## src/rtl/adc_port_pkg.sv

```systemverilog
package adc_port_pkg;
  localparam int CMD_BITS = 8;

  localparam logic [CMD_BITS-1:0] CMD_NULL    = 8'h00;
  localparam logic [CMD_BITS-1:0] CMD_SINGLE  = 8'hC0;
  localparam logic [CMD_BITS-1:0] CMD_CONT    = 8'hA0;
  localparam logic [CMD_BITS-1:0] CMD_RD_DATA = 8'h96;
  localparam logic [CMD_BITS-1:0] CMD_RD_CFG  = 8'h92;
  localparam logic [CMD_BITS-1:0] CMD_RD_GAIN = 8'h93;
  localparam logic [CMD_BITS-1:0] CMD_RD_OFS  = 8'h91;
  localparam logic [CMD_BITS-1:0] CMD_WR_CFG  = 8'h82;
  localparam logic [CMD_BITS-1:0] CMD_WR_GAIN = 8'h83;
  localparam logic [CMD_BITS-1:0] CMD_WR_OFS  = 8'h81;

  // bit positions inside the configuration word
  localparam int PF_BIT = 0;
  localparam int DF_BIT = 3;

  typedef enum logic [1:0] {PS_CMD, PS_WRITE, PS_READ} port_st_t;

  typedef enum logic [3:0] {
    OP_IGNORE, OP_FETCH, OP_SINGLE, OP_CONT,
    OP_RD_DATA, OP_RD_CFG, OP_RD_GAIN, OP_RD_OFS,
    OP_WR_CFG, OP_WR_GAIN, OP_WR_OFS
  } op_t;

  typedef enum logic [1:0] {WS_CFG, WS_GAIN, WS_OFS} wsel_t;
endpackage

```

## src/rtl/adc_sclk_edge.sv

```systemverilog
module adc_sclk_edge #(
  parameter int STAGES = 2
) (
  input  logic clk,
  input  logic rst_n,
  input  logic sclk_i,
  output logic rise_o,
  output logic fall_o
);
  logic [STAGES-1:0] sync_q;
  logic              prev_q;

  generate
    if (STAGES == 1) begin : g_one
      always_ff @(posedge clk or negedge rst_n)
        if (!rst_n) sync_q <= '0;
        else        sync_q <= sclk_i;
    end else begin : g_chain
      always_ff @(posedge clk or negedge rst_n)
        if (!rst_n) sync_q <= '0;
        else        sync_q <= {sync_q[STAGES-2:0], sclk_i};
    end
  endgenerate

  always_ff @(posedge clk or negedge rst_n)
    if (!rst_n) prev_q <= 1'b0;
    else        prev_q <= sync_q[STAGES-1];

  assign rise_o = sync_q[STAGES-1] & ~prev_q;
  assign fall_o = ~sync_q[STAGES-1] & prev_q;
endmodule

```

## src/rtl/adc_cmd_decode.sv

```systemverilog
module adc_cmd_decode
  import adc_port_pkg::*;
(
  input  logic [CMD_BITS-1:0] code_i,
  input  logic                pf_i,
  input  logic                flag_i,
  output op_t                 op_o
);
  always_comb begin
    op_o = OP_IGNORE;
    case (code_i)
      CMD_NULL:    op_o = (pf_i && flag_i) ? OP_FETCH : OP_IGNORE;
      CMD_SINGLE:  op_o = OP_SINGLE;
      CMD_CONT:    op_o = OP_CONT;
      CMD_RD_DATA: op_o = pf_i ? OP_IGNORE : OP_RD_DATA;
      CMD_RD_CFG:  op_o = OP_RD_CFG;
      CMD_RD_GAIN: op_o = OP_RD_GAIN;
      CMD_RD_OFS:  op_o = OP_RD_OFS;
      CMD_WR_CFG:  op_o = OP_WR_CFG;
      CMD_WR_GAIN: op_o = OP_WR_GAIN;
      CMD_WR_OFS:  op_o = OP_WR_OFS;
      default:     op_o = OP_IGNORE;
    endcase
  end
endmodule

```

## src/rtl/adc_conv_stub.sv

```systemverilog
module adc_conv_stub #(
  parameter int DATA_W      = 24,
  parameter int CONV_CYCLES = 4096
) (
  input  logic              clk,
  input  logic              rst_n,
  input  logic              start_single_i,
  input  logic              start_cont_i,
  input  logic              stop_cont_i,
  input  logic [DATA_W-1:0] sample_i,
  output logic              done_o,
  output logic              pre_done_o,
  output logic [DATA_W-1:0] result_o
);
  localparam int CW = $clog2(CONV_CYCLES);
  localparam logic [CW-1:0] LAST = CW'(CONV_CYCLES - 1);
  localparam logic [CW-1:0] PRE  = CW'(CONV_CYCLES - 2);

  logic [CW-1:0] cnt_q;
  logic          busy_q, cont_q;

  always_ff @(posedge clk or negedge rst_n) begin
    if (!rst_n) begin
      cnt_q      <= '0;
      busy_q     <= 1'b0;
      cont_q     <= 1'b0;
      done_o     <= 1'b0;
      pre_done_o <= 1'b0;
      result_o   <= '0;
    end else begin
      done_o     <= 1'b0;
      pre_done_o <= 1'b0;
      if (start_single_i || start_cont_i) begin
        cnt_q  <= '0;
        busy_q <= 1'b1;
        cont_q <= start_cont_i;
      end else begin
        if (stop_cont_i) cont_q <= 1'b0;
        if (busy_q) begin
          pre_done_o <= (cnt_q == PRE);
          if (cnt_q == LAST) begin
            done_o   <= 1'b1;
            result_o <= sample_i;
            cnt_q    <= '0;
            busy_q   <= cont_q && !stop_cont_i;
          end else begin
            cnt_q <= cnt_q + 1'b1;
          end
        end
      end
    end
  end
endmodule

```

## src/rtl/adc_cmd_port.sv

```systemverilog
module adc_cmd_port
  import adc_port_pkg::*;
#(
  parameter int          DATA_W      = 24,
  parameter int          CONV_CYCLES = 4096,
  parameter int          SYNC_STAGES = 2,
  parameter int unsigned GAIN_RST    = 32'h0040_0000,
  parameter int unsigned OFS_RST     = 32'h0000_0000
) (
  input  logic              clk,
  input  logic              rst_n,
  input  logic              sclk,
  input  logic              sdi,
  input  logic [DATA_W-1:0] sample_in,
  output logic              sdo
);
  localparam int CMD_W = CMD_BITS;
  localparam int CNT_W = $clog2(DATA_W + 1);
  localparam logic [CNT_W-1:0] CMD_END = CNT_W'(CMD_W - 1);
  localparam logic [CNT_W-1:0] DAT_END = CNT_W'(DATA_W - 1);

  logic              sclk_rise, sclk_fall;
  port_st_t          st;
  wsel_t             wsel;
  logic [CNT_W-1:0]  bitcnt;
  logic [CMD_W-2:0]  cmd_sr;
  logic [CMD_W-1:0]  code;
  logic [DATA_W-1:0] sh, data_q, gain_q, ofs_q, cfg_word, wr_word, eng_res;
  logic              pf, df, flag_pend, sdo_q;
  op_t               op;
  logic              fire, start_single, start_cont, stop_cont, rd_clr, flag_clr;
  logic              eng_done, eng_pre;

  adc_sclk_edge #(.STAGES(SYNC_STAGES)) u_edge (
    .clk(clk), .rst_n(rst_n), .sclk_i(sclk),
    .rise_o(sclk_rise), .fall_o(sclk_fall)
  );

  assign code = {cmd_sr, sdi};

  adc_cmd_decode u_dec (
    .code_i(code), .pf_i(pf), .flag_i(flag_pend), .op_o(op)
  );

  assign fire         = sclk_rise && (st == PS_CMD) && (bitcnt == CMD_END);
  assign start_single = fire && (op == OP_SINGLE);
  assign start_cont   = fire && (op == OP_CONT);
  assign stop_cont    = fire && !(op inside {OP_IGNORE, OP_FETCH, OP_SINGLE, OP_CONT});
  assign rd_clr       = fire && (op inside {OP_RD_DATA, OP_RD_GAIN, OP_RD_OFS});
  assign flag_clr     = fire && (op inside {OP_FETCH, OP_SINGLE, OP_CONT});

  adc_conv_stub #(.DATA_W(DATA_W), .CONV_CYCLES(CONV_CYCLES)) u_eng (
    .clk(clk), .rst_n(rst_n),
    .start_single_i(start_single), .start_cont_i(start_cont),
    .stop_cont_i(stop_cont), .sample_i(sample_in),
    .done_o(eng_done), .pre_done_o(eng_pre), .result_o(eng_res)
  );

  always_comb begin
    cfg_word         = '0;
    cfg_word[PF_BIT] = pf;
    cfg_word[DF_BIT] = df;
  end

  assign wr_word = {sh[DATA_W-2:0], sdi};

  // completion bookkeeping: set wins over clear in the same cycle
  always_ff @(posedge clk or negedge rst_n) begin
    if (!rst_n) begin
      df        <= 1'b0;
      flag_pend <= 1'b0;
      data_q    <= '0;
    end else begin
      if (rd_clr) df <= 1'b0;
      if (eng_pre || flag_clr) flag_pend <= 1'b0;
      if (eng_done) begin
        data_q <= eng_res;
        if (pf) flag_pend <= 1'b1;
        else    df        <= 1'b1;
      end
    end
  end

  // command / data mode sequencer
  always_ff @(posedge clk or negedge rst_n) begin
    if (!rst_n) begin
      st     <= PS_CMD;
      wsel   <= WS_CFG;
      bitcnt <= '0;
      cmd_sr <= '0;
      sh     <= '0;
      pf     <= 1'b0;
      gain_q <= DATA_W'(GAIN_RST);
      ofs_q  <= DATA_W'(OFS_RST);
    end else begin
      case (st)
        PS_CMD: begin
          if (sclk_rise) begin
            cmd_sr <= code[CMD_W-2:0];
            if (bitcnt == CMD_END) begin
              bitcnt <= '0;
              case (op)
                OP_FETCH, OP_RD_DATA: begin sh <= data_q;   st <= PS_READ; end
                OP_RD_CFG:            begin sh <= cfg_word; st <= PS_READ; end
                OP_RD_GAIN:           begin sh <= gain_q;   st <= PS_READ; end
                OP_RD_OFS:            begin sh <= ofs_q;    st <= PS_READ; end
                OP_WR_CFG:            begin wsel <= WS_CFG;  st <= PS_WRITE; end
                OP_WR_GAIN:           begin wsel <= WS_GAIN; st <= PS_WRITE; end
                OP_WR_OFS:            begin wsel <= WS_OFS;  st <= PS_WRITE; end
                default:              st <= PS_CMD;
              endcase
            end else begin
              bitcnt <= bitcnt + 1'b1;
            end
          end
        end
        PS_WRITE: begin
          if (sclk_rise) begin
            sh <= wr_word;
            if (bitcnt == DAT_END) begin
              bitcnt <= '0;
              st     <= PS_CMD;
              case (wsel)
                WS_CFG:  pf     <= wr_word[PF_BIT];
                WS_GAIN: gain_q <= wr_word;
                default: ofs_q  <= wr_word;
              endcase
            end else begin
              bitcnt <= bitcnt + 1'b1;
            end
          end
        end
        default: begin
          if (sclk_fall) sh <= {sh[DATA_W-2:0], 1'b0};
          if (sclk_rise) begin
            if (bitcnt == DAT_END) begin
              bitcnt <= '0;
              st     <= PS_CMD;
            end else begin
              bitcnt <= bitcnt + 1'b1;
            end
          end
        end
      endcase
    end
  end

  // output pin: shift data in read mode, flag level otherwise
  always_ff @(posedge clk or negedge rst_n) begin
    if (!rst_n) begin
      sdo_q <= 1'b0;
    end else if (st == PS_READ) begin
      if (sclk_fall) sdo_q <= sh[DATA_W-1];
    end else begin
      sdo_q <= pf & ~flag_pend;
    end
  end

  assign sdo = sdo_q;
endmodule

```

## config.mk

```make
export PLATFORM = sky130hd
export DESIGN_NAME = adc_cmd_port
export DESIGN_NICKNAME = d
export VERILOG_FILES = /design/src/rtl/adc_port_pkg.sv /design/src/rtl/adc_sclk_edge.sv /design/src/rtl/adc_cmd_decode.sv /design/src/rtl/adc_conv_stub.sv /design/src/rtl/adc_cmd_port.sv
export SDC_FILE = /design/constraint.sdc
export NUM_CORES = 1
export LEC_CHECK = 0
export ABC_AREA = 1
export CORE_MARGIN = 2
export CORE_UTILIZATION = 55
export DETAILED_ROUTE_END_ITERATION = 7
export PLACE_DENSITY_LB_ADDON = 0.25
export SLEW_MARGIN = 20
export SYNTH_ARGS = -nofsm -noshare
export SYNTH_HDL_FRONTEND = slang
export SYNTH_SLANG_ARGS = --single-unit
```

## constraint.sdc

```tcl
create_clock -name clk -period 1.6 [get_ports clk]
set_input_delay 0.48 -clock clk [delete_from_list [all_inputs] [get_ports clk]]
set_output_delay 0.48 -clock clk [all_outputs]
set_load 0.05 [all_outputs]
```

### Word level (Yosys, flattened, before mapping)

Cells that the tools add are included.

| word-level totals | value |
|---|---|
| register bits | 159 |
| output and inout port bits | 1 |

| cells by class | value |
|---|---|
| reduce and logical (&&, ||, !) cells | 37 |
| mux-type cells | 42 |
| bitwise gates (word level) | 8 |
| equality and inequality tests | 31 |
| $add $sub $neg | 2 |

Operators by type and width:

| kind | number |
|---|---|
| two-way mux 24 bit | 4 |
| one-hot mux 24 bit (4 select lines) | 1 |
| equality test 8 bit, second input constant | 9 |
| one-hot mux 24 bit (2 select lines) | 1 |
| one-hot mux 4 bit (10 select lines) | 1 |
| two-way mux 12 bit | 3 |
| two-way mux 5 bit | 5 |
| equality test 12 bit, second input constant | 2 |
| two-way mux 1 bit | 19 |
| equality test 4 x 3 -> 1 bit, second input constant | 4 |
| AND reduction 4 bit | 4 |
| adder 12 x 1 -> 12 bit, second input constant | 1 |
| equality test 4 bit, second input constant | 3 |
| nonzero test 3 bit | 4 |
| two-way mux 2 bit | 5 |
| logical AND 1 bit | 9 |
| equality test 4 x 2 -> 1 bit, second input constant | 2 |
| zero test 8 bit | 1 |
| != test 2 bit, second input constant | 3 |
| one-hot mux 2 bit (3 select lines) | 1 |
| AND reduction 3 bit | 2 |
| nonzero test 2 bit | 3 |
| adder 5 x 1 -> 5 bit, second input constant | 1 |
| equality test 5 x 3 -> 1 bit, second input constant | 1 |
| other kinds (20) | 31 |

### Depth between registers and ports, before layout

Gate-level depths: netlist (run 1).

| logic depth | value |
|---|---|
| word-level depth | 12 |
| gate-level depth with buffers | 12 |
| gate-level depth less buffers | 11 |

### Cells and area by module

A second synthesis (run 1) with hierarchy kept.

| unflattened totals | value |
|---|---|
| cells, all modules | 935 |
| area total of the unflattened synthesis | 7,529.7 um^2 |

By module, submodules not included:

| module | cells each | times used | seq. area each (um^2) | area an instance (um^2) |
|---|---|---|---|---|
| adc_cmd_port | 663 | 1 | 2,904.0 | 5,386.4 |
| adc_conv_stub | 214 | 1 | 1,001.0 | 1,806.7 |
| adc_cmd_decode | 51 | 1 | 0.0 | 246.5 |
| adc_sclk_edge | 7 | 1 | 75.1 | 90.1 |

### Least setup slack after synthesis (run 1)

OpenSTA, ideal clock, no wires.

| path | value |
|---|---|
| path kind | register -> register |
| start | reg u_eng.cnt_q[1] |
| end | reg u_eng.result_o[3] |
| stages on the path, launching flop included | 12 |
| slack | -49 ps |
| arrival time | 1,533 ps |
| path buffers | 1 |
| cell sequence | dfrtp_1 ha_1 inv_1 nor2_4 nand2_4 nor2_4 inv_4 nor2_8 nand2_8 buf_12 nand2_2 nand2_1 |

| on the way | value |
|---|---|
| longest elaborated chain between the ends | 2 |

Ends and longest elaborated chain:

| item | RTL line | RTL |
|---|---|---|
| start, declared | adc_conv_stub.sv:19 | `logic [CW-1:0] cnt_q;` |
| start signal, assigned | adc_conv_stub.sv:47 | `cnt_q <= cnt_q + 1'b1;` |
| equality test 12 bit | adc_conv_stub.sv:41 | `if (cnt_q == LAST) begin` |
| AND reduction 3 bit (no line) | - |  |
| end signal, assigned | adc_conv_stub.sv:43 | `result_o <= sample_i;` |
| end, declared | adc_conv_stub.sv:13 | `output logic [DATA_W-1:0] result_o` |

No other way between the ends.
A chain may end at the register's enable or synchronous reset.

### Worst setup path after layout (run 1)

| path | value |
|---|---|
| start | reg bitcnt[0] |
| end | reg sh[6] |

| on the way | value |
|---|---|
| longest elaborated chain between the ends | 3 |

Ends and longest elaborated chain:

| item | RTL line | RTL |
|---|---|---|
| start, declared | adc_cmd_port.sv:25 | `logic [CNT_W-1:0] bitcnt;` |
| start signal, assigned | adc_cmd_port.sv:113 | `bitcnt <= bitcnt + 1'b1;` |
| start signal, assigned | adc_cmd_port.sv:129 | `bitcnt <= bitcnt + 1'b1;` |
| start signal, assigned | adc_cmd_port.sv:140 | `bitcnt <= bitcnt + 1'b1;` |
| equality test 5 x 3 -> 1 bit | adc_cmd_port.sv:100 | `if (bitcnt == CMD_END) begin` |
| != test 2 x 1 -> 1 bit (no line) | - |  |
| AND reduction 5 bit (no line) | - |  |
| end signal, assigned | adc_cmd_port.sv:119 | `sh <= wr_word;` |
| end signal, assigned | adc_cmd_port.sv:134 | `if (sclk_fall) sh <= {sh[DATA_W-2:0], 1'b0};` |
| end, declared | adc_cmd_port.sv:28 | `logic [DATA_W-1:0] sh, data_q, gain_q, ofs_q, cfg_word, wr_word, eng_res;` |

No other way between the ends.

==> impl_metrics.toml, run 1 <==
[die]
core_area_sq_um = 13770
die_w_um = 122.5
die_h_um = 122.5
start_util_pct = 56.03
die_area_sq_um = 15000
ios = 29
rows = 43

[clock_network]
cts_root_buf = "clkbuf_16"
clk_path_buf_depth = 2
cts_tree = "done"
clkTransAtPathRegs_ps = 70
h-tree-depth = 4
clock_latency_ps = 440
cts.sink_count = 159
numCtsBuffers = 17

[power_and_ir_drop]
powerDensity_nw_per_um2 = 1007
leakage_nw = 5.088
ir_drop_mv = 0.7186

[routing]
drc = 0
wl_um = 22570
vias = 7074
ant_nets = 0
firstDrtPassIters = 6
drt_iter0_drc = 718
wl_per_cell_um = 18.67
viasPerCell = 5.851

[finish]
final_nets = 1048
stdcell_count = 1209
diodes = 0
final_area_sq_um = 10630
final_layout_size_suffix_gt1_share_pct = 33.53
areaGrowthSynthToFinish_pct = 37.78

[place]
portBuffers = 28
gp_congestion = 0.8464
numPlacedInstances = 1142
placement.cell_area_sq_um = 8622
post-dp-hpwl_um = 10950
pre_cts_slack_ps = -830.2

[critical_path]
arrival_ps = 2210
cp-end-kind = "flop"
path_cells = "ha_4 -> nand2_4 -> nor3_4 -> inv_2 -> a21oi_2 -> buf_6 -> nand2_8 -> clkinv_8 -> clkbuf_16 -> nor2_2 -> nor2_1"
critPathKind = "flop to flop"
crit_fanout = 5
critical_path_required_ps = 1940
cpPeakStageDelay_ps = 390
cp-start-kind = "flop"
critPathTopFamily = "simple AND/OR/NAND/NOR gates"
slowest_stage = "dfrtp_1"
cp_num_buf_inv = 4

[timing]
setup_viol = 119
timing.fmax_ghz = 0.5346
whs_ps = 352.0
skew_ps = 7.993
period_share_pct = 116.9
setup_ws_ps = -270.7
slew_violations = 0
setup_tns_ps = -16360
relSlewSlack_pct = 73.53
min_period_ps = 1871
rsz0062_at_grt = "yes"
hold_viol_final = 0
tightest_slew_ps = 397.1

[global_routing]
grt_use_total_pct = 25.77
antenna_found_initial = 0
grt_max_degree = 49
grt_pass1_vias = 6139
gr-total-overflow = 0
grt_pass1_wl_um = 30060

[synthesis]
ys_ff_latch = 159
ys_types = 42
synth_nets = 948
synth_cells = 917
syn_area_sq_um = 7717
synth.avg_cell_area_sq_um = 8.416
synth.yosys.seq_area_share_pct = 51.57
yosysWarningCount = 0

[flow_run]
drv.max_cap_violation_count = 0

[status]
outcome = "finished with violations"
violations = "negative setup slack"

[min_path]
hp-class = "flop to flop"
## registers in the layout, summed over array words and instances, names as in the netlist, 2 cells and up
signal and count:
wsel 2, cmd_sr 7, sh 24, data_q 24, u_eng.cnt_q 12, u_edge.sync_q 2
st 2, gain_q 24, ofs_q 24, bitcnt 5, u_eng.result_o 24
## power by group
group,switching (mW),internal [mW]
Clock,1.78,2.37
Sequential,0.406,4.34
Combinational,0.998,0.804
## layout make-up
| cell class | count | area, sq um |
|---|---|---|
| clock inverter | 13 | 156.4 |
| timing repair buffer | 122 | 1550 |
| timing repair inverter | 2 | 20.02 |
| tap | 180 | 225.2 |
| inverter | 64 | 277.8 |
| fill | 829 | 3141 |
| sequential | 159 | 3984 |
| multi-input combinational | 651 | 3980 |
| clock buffer | 18 | 439.2 |
## synthesized netlist by cell type, drive strengths merged
cell | count | area [sq um]
a21oi | 32 | 175.2
a31oi | 1 | 6.260
buf | 35 | 242.7
clkbuf | 11 | 61.31
dfrtp | 158 | 3954
dfstp | 1 | 26.28
ha | 3 | 37.54
inv | 64 | 245.2
mux2 | 22 | 247.7
nand2 | 241 | 973.4
nand3 | 117 | 595.6
nand4 | 6 | 37.54
nor2 | 131 | 560.5
nor3 | 7 | 40.04
nor3b | 3 | 27.52
nor4 | 2 | 12.51
o211ai | 1 | 21.27
o21ai | 68 | 340.3
o31ai | 4 | 30.03
or2 | 2 | 12.51
xnor2 | 4 | 35.03
xor2 | 4 | 35.03
## through the flow
step / util (%) / power (mW)
floorplan: - / 5.370
global placement: 62.60 / 5.815
detailed placement: 62.60 / 5.848
CTS: 69.19 / 10.03
global route: 77.20 / 11.08
finish: 77.20 / 10.71
## timing repair
action                                  in CTS  in global routing
pin swaps                                   14                 70
hold buffers                                 1                  0
buffers inserted                             6                 11
gates cloned                                 3                 17
hold endpoints to repair                    30                  0
gates resized for setup                     49                199
endpoints found under the setup margin     119                127
## worst paths after layout
path | from | endpoint | slack, ps | cells past startpoint
hold reg to reg | u_edge.sync_q[0]$_DFF_PN0_ | u_edge.sync_q[1]$_DFF_PN0_ | 350 | 0
min in group asynchronous | rst_n | u_eng.cnt_q[10]$_DFFE_PN0P_ | 520 | 2
setup reg to reg | bitcnt[0]$_DFFE_PN0P_ | sh[6]$_DFFE_PN0P_ | -270 | 11
hold / removal | u_edge.sync_q[0]$_DFF_PN0_ | u_edge.sync_q[1]$_DFF_PN0_ | 350 | 0
max in group asynchronous | rst_n | gain_q[8]$_DFFE_PN0P_ | 470 | 3
setup / recovery | bitcnt[0]$_DFFE_PN0P_ | sh[6]$_DFFE_PN0P_ | -270 | 11
## per-layer routing
layer / track usage [%] / vias to the layer above / share of wire (%)
li1: - / 3203 / -
met1: 37.42 / 3417 / 40
met2: 39.51 / 365 / 48
met3: 5.623 / 89 / 7.5
met4: 6.681 / 0 / 4.4
met5: 0 / - / 0
## layout by cell type, fill, tap and decap left out, types with 5 or more instances in the layout
cell	count
o21ai_0	37
inv_2	9
inv_1	50
mux2_2	22
nand2_4	6
dfrtp_1	155
clkdlybuf4s50_1	25
nand3_4	12
buf_12	23
nand3_2	34
o21ai_1	23
nor2_4	26
nor2_2	28
nand2_2	42
a21oi_1	28
buf_4	41
buf_6	18
nand4_1	6
nand2_1	191
o21ai_2	8
clkbuf_16	26
nand3_1	71
nand2_8	5
nor2_1	76
## worst register-to-register path, delay by kind of cell (launching register included)
family	cells	cell delay [ps]
AND/OR/NAND/NOR	5	550
AO/OA/AOI/OAI	1	150
flip-flops	1	390
buffers and inverters	4	530
adder cells (fa/ha/maj)	1	170
## logic make-up after synthesis
| kind of cell | share of synthesized area (%) |
|---|---|
| buffers and inverters | 7.117 |
| AO/OA/AOI/OAI | 7.426 |
| flip-flops | 51.57 |
| XOR/XNOR | 0.9078 |
| AND/OR/NAND/NOR | 29.28 |
| multiplexers | 3.210 |
| adder cells (fa/ha/maj) | 0.4864 |
Power figures use the tool's default switching activity.
==> inputs of run 2 (changes only) <==
- CORE_UTILIZATION: 55 -> 49
- CTS_CLUSTER_SIZE: not set -> 14
- GPL_TIMING_DRIVEN: not set -> 0
==> run 2 against run 1 <==
The flow finishes with violations (negative hold slack, negative setup slack). Hold slack lost 370 ps. Final area down 5.2%. Sequential share of layout area up 2.0 points. Non-clock buffer count up 1. Fmax is 0.39% lower. Critical path depth decreased by 1. Via count fell by 6.7%. Clock skew rose by 2.0 ps. Clock power down 9.6%. First-iteration DRC count down 25%. Flip-flop and latch count unchanged. Utilization decreased by 11 points. Critical endpoint is now sh[15]$_DFFE_PN0P_. Largest cell class unchanged.
==> impl_metrics.toml, run 2 (synthesis results as in run 1) <==
[routing]
drt_iter0_drc = 541
drc = 0
ant_nets = 0
viasPerCell = 5.334
wl_per_cell_um = 16.11
wl_um = 19950
firstDrtPassIters = 5
vias = 6603

[global_routing]
grt_use_total_pct = 24.81
antenna_found_initial = 0
gr-total-overflow = 0
grt_pass1_vias = 6286
met1_usage_pct = 34.73
grt_use_met3_pct = 4.170
grt-busiest-layer = "met2"
grt_max_degree = 94
grt_pass1_wl_um = 32350
use_met2_pct = 40.09

[clock_network]
clock_latency_ps = 430
cts_root_buf = "clkbuf_16"
cts_tree = "done"
h-tree-depth = 4
clkTransAtPathRegs_ps = 60
cts.sink_count = 159
numCtsBuffers = 17
clk_path_buf_depth = 2

[place]
gp_congestion = 0.8792
post-dp-hpwl_um = 11980
portBuffers = 27
pre_cts_slack_ps = -376.6

[finish]
diodes = 0
final_layout_size_suffix_gt1_share_pct = 29.11
postLayoutCoreUtil_pct = 65.79
areaGrowthSynthToFinish_pct = 30.56
layout_common_cells = "nand2_1 (171), dfrtp_1 (157), nor2_1 (108), nand3_1 (92), nand2_2 (63)"
final_nets = 1045
final_common_cell = "nand2_1"
num-fill-cells = 1206

[die]
rows = 45
start_util_pct = 50.39
core_area_sq_um = 15310
die_h_um = 129.5
ios = 29
die_area_sq_um = 16770
die_w_um = 129.5

[min_path]
hp-class = "primary input to asynchronous set/reset pin"

[critical_path]
critPathKind = "flop to flop"
reg2regPathDepth = 10
cp-end-kind = "flop"
reg2reg_slack_ps = -280
arrival_ps = 2200
r2r-start = "bitcnt[1]$_DFFE_PN0P_"
crit_start = "bitcnt[1]$_DFFE_PN0P_"
cp-start-kind = "flop"
crit_fanout = 6
crit_end = "sh[15]$_DFFE_PN0P_"
r2r-end = "sh[15]$_DFFE_PN0P_"
critical_path_required_ps = 1920

[power_and_ir_drop]
ir_drop_mv = 0.7211
powerDensity_nw_per_um2 = 972.2
leakage_nw = 4.952

[timing]
tightest_slew_ps = 601.6
rsz0062_at_grt = "yes"
setup_tns_ps = -22580
hold_viol_final = 4
min_period_ps = 1878
setup_viol = 120
skew_ps = 10.04
slew_violations = 0
timing.fmax_ghz = 0.5325
relSlewSlack_pct = 59.89
period_share_pct = 117.4
setup_ws_ps = -278.0
whs_ps = -16.17

[status]
outcome = "finished with violations"
violations = "negative hold slack, negative setup slack"

[flow_run]
drv.max_cap_violation_count = 0
run 2: changes by cell type in the layout (fill, tap and decap cells not counted), moves of 15 or more:
cell / change
buf_12: -19
nand2_2: +21
nand2_1: -20
nor2_1: +32
nor2_2: -17
nand3_1: +21
nor2_4: -15
o21ai_1: +24
o21ai_0: -21
run 2: worst min-delay path by stage:
stage                                from  cells after the start  slack (ps)                          to
2_1_floorplan                       rst_n                      0         180       bitcnt[0]$_DFFE_PN0P_
3_3_place_gp   u_edge.sync_q[0]$_DFF_PN0_                      0         340  u_edge.sync_q[1]$_DFF_PN0_
3_5_place_dp   u_edge.sync_q[0]$_DFF_PN0_                      0         340  u_edge.sync_q[1]$_DFF_PN0_
4_1_cts                             rst_n                      1          20  u_eng.cnt_q[7]$_DFFE_PN0P_
5_1_grt                             rst_n                      1          30  u_eng.cnt_q[7]$_DFFE_PN0P_
6_report                            rst_n                      1         -20  u_eng.cnt_q[7]$_DFFE_PN0P_
run 2: stage by stage:
stage               power, mW  instances  instance area [sq um]
floorplan               5.370        917                   7754
global placement        5.724       1155                   8288
detailed placement      5.757       1156                   8320
CTS                     9.697       1226                   9747
global route            10.21       1238                  10080
finish                  9.796       1238                  10080
run 2: what timing repair did:
item | in CTS | in global routing
hold endpoints to repair | 0 | 0
resized for setup | 189 | 63
hold buffers | 0 | 0
buffers inserted | 27 | 12
cloned | 12 | 2
pin swaps | 45 | 20
endpoints found under the setup margin | 122 | 138
run 2: worst max-delay path, stage by stage (launching register included):
cell	delay, ps
dfrtp_1	390
ha_4	160
nand2_4	60
nor3_4	280
inv_2	100
a21oi_4	230
buf_12	170
buf_8	120
nand3_1	100
nor2_1	100
nor2_1	50
run 2: cell type report:
cell class / count / area, sq um / share of cell area [%]
Clock inverter: 13 / 103.9 / 1.031
Buffer: 45 / 454.2 / 4.508
Inverter: 64 / 262.8 / 2.608
Clock buffer: 19 / 432.9 / 4.297
Tap cell: 211 / 264.0 / 2.620
Timing Repair inverter: 1 / 8.758 / 0.08692
Timing Repair Buffer: 78 / 924.6 / 9.177
Multi-Input combinational cell: 648 / 3643 / 36.16
Sequential cell: 159 / 3981 / 39.51
run 2: routing by layer:
layer | wire length, um | vias up
met5 | 0 | -
met2 | 9680 | 193
met4 | 243 | 0
li1 | - | 3180
met1 | 8949 | 3208
met3 | 1074 | 22
run 2: power by group:
part / total [mW] / switching, mW / internal, mW
Sequential: 4.67 / 0.323 / 4.35
Clock: 3.75 / 1.73 / 2.01
Combinational: 1.38 / 0.761 / 0.618
Total: 9.80 / 2.82 / 6.98
